==> src/rtl/sio_cfg_decoder.sv <==
module sio_cfg_decoder #(
  parameter logic [15:0] CFG_PORT = 16'h002E,
  parameter int          ADDR_W   = 16
) (
  input  logic              clk,
  input  logic              rst_n,
  input  logic [ADDR_W-1:0] io_addr,
  input  logic [7:0]        io_wdata,
  input  logic              io_wr,
  input  logic              io_rd,
  output logic [7:0]        io_rdata,
  output logic              cfg_open,
  output logic [11:0]       dev_sel
);
  localparam int NDEV    = 12;
  localparam int ROM_LDN = 11;
  localparam logic [7:0] KEY_IN  = 8'h87;
  localparam logic [7:0] KEY_OUT = 8'hAA;
  localparam logic [7:0] IX_LDN  = 8'h07;
  localparam logic [7:0] IX_ACT  = 8'h30;
  localparam logic [7:0] IX_BASE = 8'h60;
  localparam logic [7:0] IX_IRQ  = 8'h70;
  localparam logic [7:0] IX_DRQ  = 8'h74;

  function automatic logic short_base(input int n);
    return n < 4;
  endfunction
  function automatic logic has_base(input int n);
    return n < ROM_LDN;
  endfunction
  function automatic logic has_irq(input int n);
    return (n < NDEV) && (n != 5) && (n != ROM_LDN);
  endfunction
  function automatic logic has_drq(input int n);
    return (n == 0) || (n == 1) || (n == 10);
  endfunction
  function automatic logic [15:0] dec_mask(input int n);
    case (n)
      0, 1, 2, 3: return 16'h07F8;
      4:          return 16'hFFFC;
      5:          return 16'hFFF8;
      6, 7, 8:    return 16'hFFF0;
      9, 10:      return 16'hFF00;
      default:    return 16'h0000;
    endcase
  endfunction

  typedef enum logic [1:0] {LOCKED, HALF, OPEN} key_t;
  key_t key_q;

  logic [7:0]      idx_q, ldn_q;
  logic [NDEV-1:0] act_q;
  logic [7:0]      bhi_q [NDEV];
  logic [7:0]      blo_q [NDEV];
  logic [7:0]      irq_q [NDEV];
  logic [7:0]      drq_q [NDEV];

  wire at_idx  = (io_addr == ADDR_W'(CFG_PORT));
  wire at_dat  = (io_addr == ADDR_W'(CFG_PORT + 16'd1));
  wire idx_wr  = io_wr && at_idx;
  wire dat_wr  = io_wr && at_dat && (key_q == OPEN);
  wire ldn_ok  = (ldn_q < 8'(NDEV));
  wire [3:0] cur = ldn_q[3:0];

  assign cfg_open = (key_q == OPEN);

  always_ff @(posedge clk) begin
    if (!rst_n) begin
      key_q <= LOCKED;
    end else if (idx_wr) begin
      case (key_q)
        LOCKED:  key_q <= (io_wdata == KEY_IN) ? HALF : LOCKED;
        HALF:    key_q <= (io_wdata == KEY_IN) ? OPEN : LOCKED;
        default: key_q <= (io_wdata == KEY_OUT) ? LOCKED : OPEN;
      endcase
    end
  end

  always_ff @(posedge clk) begin
    if (!rst_n) begin
      idx_q <= 8'h00;
      ldn_q <= 8'h00;
    end else if (key_q == OPEN && idx_wr && io_wdata != KEY_OUT) begin
      idx_q <= io_wdata;
    end else if (dat_wr && idx_q == IX_LDN) begin
      ldn_q <= io_wdata;
    end
  end

  always_ff @(posedge clk) begin
    if (!rst_n) begin
      act_q <= '0;
      for (int n = 0; n < NDEV; n++) begin
        bhi_q[n] <= 8'h00;
        blo_q[n] <= 8'h00;
        irq_q[n] <= 8'h00;
        drq_q[n] <= 8'h00;
      end
    end else if (dat_wr && ldn_ok) begin
      for (int n = 0; n < NDEV; n++) begin
        if (cur == 4'(n)) begin
          if (idx_q == IX_ACT) act_q[n] <= io_wdata[0];
          if (idx_q == IX_BASE && has_base(n)) bhi_q[n] <= io_wdata;
          if (idx_q == IX_BASE + 8'd1 && has_base(n) && !short_base(n)) blo_q[n] <= io_wdata;
          if (idx_q == IX_IRQ && has_irq(n)) irq_q[n] <= io_wdata;
          if (idx_q == IX_DRQ && has_drq(n)) drq_q[n] <= io_wdata;
        end
      end
    end
  end

  logic [7:0] reg_val;
  always_comb begin
    reg_val = 8'hFF;
    if (idx_q == IX_LDN) begin
      reg_val = ldn_q;
    end else if (ldn_ok) begin
      for (int n = 0; n < NDEV; n++) begin
        if (cur == 4'(n)) begin
          case (idx_q)
            IX_ACT:        reg_val = {7'd0, act_q[n]};
            IX_BASE:       if (has_base(n)) reg_val = bhi_q[n];
            IX_BASE + 8'd1: if (has_base(n) && !short_base(n)) reg_val = blo_q[n];
            IX_IRQ:        if (has_irq(n)) reg_val = irq_q[n];
            IX_DRQ:        if (has_drq(n)) reg_val = drq_q[n];
            default:       reg_val = 8'hFF;
          endcase
        end
      end
    end
  end

  assign io_rdata = !(io_rd && cfg_open) ? 8'hFF :
                    at_idx ? idx_q :
                    at_dat ? reg_val : 8'hFF;

  for (genvar g = 0; g < NDEV; g++) begin : g_dec
    localparam logic [15:0] MASK = dec_mask(g);
    logic [15:0] base;
    if (short_base(g)) begin : g_short
      assign base = {6'd0, bhi_q[g], 2'b00};
    end else begin : g_pair
      assign base = {bhi_q[g], blo_q[g]};
    end
    if (has_base(g)) begin : g_cmp
      assign dev_sel[g] = act_q[g] && (base != 16'd0) &&
                          ((16'(io_addr) & MASK) == (base & MASK));
    end else begin : g_none
      assign dev_sel[g] = 1'b0;
    end


    sel_needs_act_chk: assert property (@(posedge clk) disable iff (!rst_n)
      dev_sel[g] |-> act_q[g]);
  end


  open_after_key_chk: assert property (@(posedge clk) disable iff (!rst_n)
    $rose(cfg_open) |-> $past(io_wr && at_idx && io_wdata == KEY_IN));


  exit_key_chk: assert property (@(posedge clk) disable iff (!rst_n)
    (cfg_open && io_wr && at_idx && io_wdata == KEY_OUT) |=> !cfg_open);


  locked_act_stable_chk: assert property (@(posedge clk) disable iff (!rst_n)
    !cfg_open |=> $stable(act_q));


  locked_ldn_stable_chk: assert property (@(posedge clk) disable iff (!rst_n)
    !cfg_open |=> $stable(ldn_q));


  rom_quiet_chk: assert property (@(posedge clk) disable iff (!rst_n)
    (io_rd && at_dat && cfg_open && idx_q == IX_BASE && ldn_q == 8'(ROM_LDN))
      |-> io_rdata == 8'hFF);
endmodule

==> config.mk <==
export PLATFORM = sky130hd
export DESIGN_NAME = sio_cfg_decoder
export DESIGN_NICKNAME = d
export VERILOG_FILES = /design/src/rtl/sio_cfg_decoder.sv
export SDC_FILE = /design/constraint.sdc
export NUM_CORES = 1
export LEC_CHECK = 0
export BUFFER_PORTS_ARGS = -buffer_cell sky130_fd_sc_hd__buf_4
export CORE_MARGIN = 4
export CORE_UTILIZATION = 39
export CTS_CLUSTER_DIAMETER = 80
export CTS_CLUSTER_SIZE = 8
export DETAILED_ROUTE_END_ITERATION = 16
export PLACE_DENSITY_LB_ADDON = 0.25
export SYNTH_ARGS = -nofsm -noshare
export SYNTH_HDL_FRONTEND = slang
export SYNTH_SLANG_ARGS = --single-unit
==> constraint.sdc <==
create_clock -name clk -period 4 [get_ports clk]
set_input_delay 0.2 -clock clk [delete_from_list [all_inputs] [get_ports clk]]
set_output_delay 0.2 -clock clk [all_outputs]
set_load 0.01 [all_outputs]
==> reports/metrics.csv <==
metric,value,unit
outcome,finished clean,
min_period,3940,ps
powerDensity,412,nW/um^2
antenna_cells,0,
swShare,23.6,%
synth.distinct_cells,76,
finalNetCount,1568,
p_comb_share,5.4,%
cts_tree,done,
fin_worst_skew,20.6,ps
grt_overflow_total,0,
synth_nets,1500,
wl_per_cell,28.7,um
hp-class,input port to flop,
clk_pin_slew,50,ps
whs,32.8,ps
cpMaxStageDelayCell,a2111oi_1,
drv_slew,0,
wl,59700,um
synth_edf_count,248,
initial_core_util,39.4,%
p_int,5470,uW
ff2ff_setup_slack,670,ps
layout_common_cells,"nor2_1 (252), edfxtp_1 (248), nand2_1 (129)",
async_flop_share,0,%
core,37600,sq um
htreeDepth,2,
ant_nets,0,
grt_pass1_vias,12667,
grt_pass1_wl,86900,um
gp_congestion,0.999,
mappedNetlistArea,14800,sq um
drcViolationCount,0,
ir_worst_vdd,0.245,mV
power.switching,1690,uW
die_w,203,um
dr_total_vias,12962,
p_seq_share,47.7,%
cts_buffers,41,
fin_area,17400,sq um
max_freq,254,MHz
path_max_fanout,11,
clockRootBuffer,clkbuf_16,
grt_max_degree,35,
clk_latency,560,ps
min_to,ldn_q[3],
ys_ff_latch,278,
ios,49,
antenna_found_initial,0,
pwr-share-clk,46.9,%
clkSinkCount,278,
cpPeakStageDelay,490,ps
r2r_cells,9,
min_from,io_wdata[3],
first_iter_violations,1892,
cap_violations,0,
avgSynthCellArea,10.1,sq um
path_class,flop to output pin,
rsz0062_at_grt,true,
hold_viol_final,0,
seq_area_frac_synth,54.3,%
worst_slack,58.4,ps
r2r_start,idx_q[2],
final_common_cell,nor2_1,
synthFlopType,edfxtp_1,
p_leak,0.00585,uW
end_kind,output pin,
relSlewSlack,17.0,%
clock_tree.buffer_depth,3,
postSynthCellCount,1472,
cp_data_required_time,3800,ps
tightest_slew,1230,ps
reg2reg_to,bhi_q[0][4],
die_h,203,um
fp-row-count,71,
io_buffers,47,
hold-path-cell-count,3,
setup_viol,0,
grtUsageTotal,28.6,%
drt_pass1_iterations,6,
cpMostUsedCell,buf_4,
ys_warn_count,0,
die_area,41200,sq um
cp-start-kind,flop,
drive_gt1_share,13.7,%
vias_per_cell,6.23,
detailed_place_hpwl,41700,um
cp_data_arrival_time,3740,ps
placed_cell_area,16000,sq um
crit_path_cell_trace,"buf_4, nor3_1, buf_4, and4_1, buf_4, o22ai_1, nor3_1, a21oi_1, o21ai_0, a2111oi_1, buf_4, o21ai_0, buf_4",
post-route-period-util,98.5,%
dp_slack,-45.1,ps
syn_to_final_growth,17.2,%
==> area by class of cell <==
class                           count  area (sq um)
Tap cell                          511           639
Clock inverter                      3          46.3
Multi-Input combinational cell   1069          6370
Inverter                           21          78.8
Sequential cell                   278          8050
Fill cell                        3565         20200
Clock buffer                       71          1180
Timing Repair Buffer              129          1000
==> synth_stat cells, types with 29 or more instances <==
cell / count / area (sq um)
nor4_1: 50 / 313
o21ai_0: 64 / 320
clkbuf_1: 70 / 263
a21oi_1: 78 / 390
nand2_1: 135 / 507
edfxtp_1: 248 / 7450
xnor2_1: 40 / 350
a22oi_1: 44 / 330
nor2_1: 254 / 953
nor3_1: 29 / 145
dfxtp_1: 30 / 601
mux2i_1: 31 / 310
nand3_1: 38 / 190
xor2_1: 62 / 543
==> per-layer routing <==
layer  share of wire (%)  vias up  track usage (%)
met1                  40     6425             38.7
met5                   0        -                0
met2                  44      796             43.5
met4                 5.5        0             14.4
met3                  10      170             6.36
li1                    -     5571                -
==> worst max-delay path, delay by kind of cell (launching register included) <==
family	cells	cell delay (ps)
compound gates	5	1250
simple gates	3	420
flops	1	430
buf+inv	5	1080
==> kinds of logic after synthesis <==
family / count (synthesis) / share of synthesized area (%)
AOI/OAI and AO/OA: 307 / 13.6
buffers and inverters: 125 / 3.51
other: 1 / 0.0253
DFF: 278 / 54.3
muxes: 42 / 2.93
xor gates and xnor gates: 102 / 6.03
and+or+nand+nor: 617 / 19.6
==> power by group through the flow <==
stage	Clock, uW	Combinational [uW]	Sequential, uW
2_1_floorplan	0	216	3410
3_3_place_gp	0	366	3470
3_5_place_dp	0	371	3470
4_1_cts	3390	377	3410
5_1_grt	3510	403	3430
6_report	3360	385	3420
==> stage by stage <==
stage	std cells	utilization, %	setup TNS, ps	power (uW)
floorplan	1472	-	0	3630
global placement	2000	42.5	-3200	3840
detailed placement	2000	42.5	-796	3840
CTS	2081	46.0	0	7180
global route	2082	46.2	-25.9	7340
finish	2082	46.2	0	7160
==> sequential cells by signal (all words and copies together) (netlist names) <==
register and cells:
idx_q 8, ldn_q 8, irq_q 80, act_q 12, blo_q 56, key_q 2, bhi_q 88, drq_q 24
==> what timing repair did <==
action / in CTS / in global routing
endpoints found under the setup margin: 8 / 8
hold buffers: 6 / 0
buffers inserted: 1 / 1
pin swaps: 3 / 2
gates resized for setup: 7 / 16
endpoints found under the hold margin: 6 / 0
==> worst max path at each step <==
stage	startpoint	to	cells after the start
floorplan	idx_q[0]	bhi_q[0][16]	10
global placement	io_addr[14]	blo_q[1][8]	9
detailed placement	io_addr[14]	bhi_q[0][0]	10
CTS	idx_q[0]	io_rdata[5]	10
global route	idx_q[0]	io_rdata[5]	13
finish	idx_q[0]	io_rdata[5]	13
Note: power is estimated with default switching activity, not from simulation.
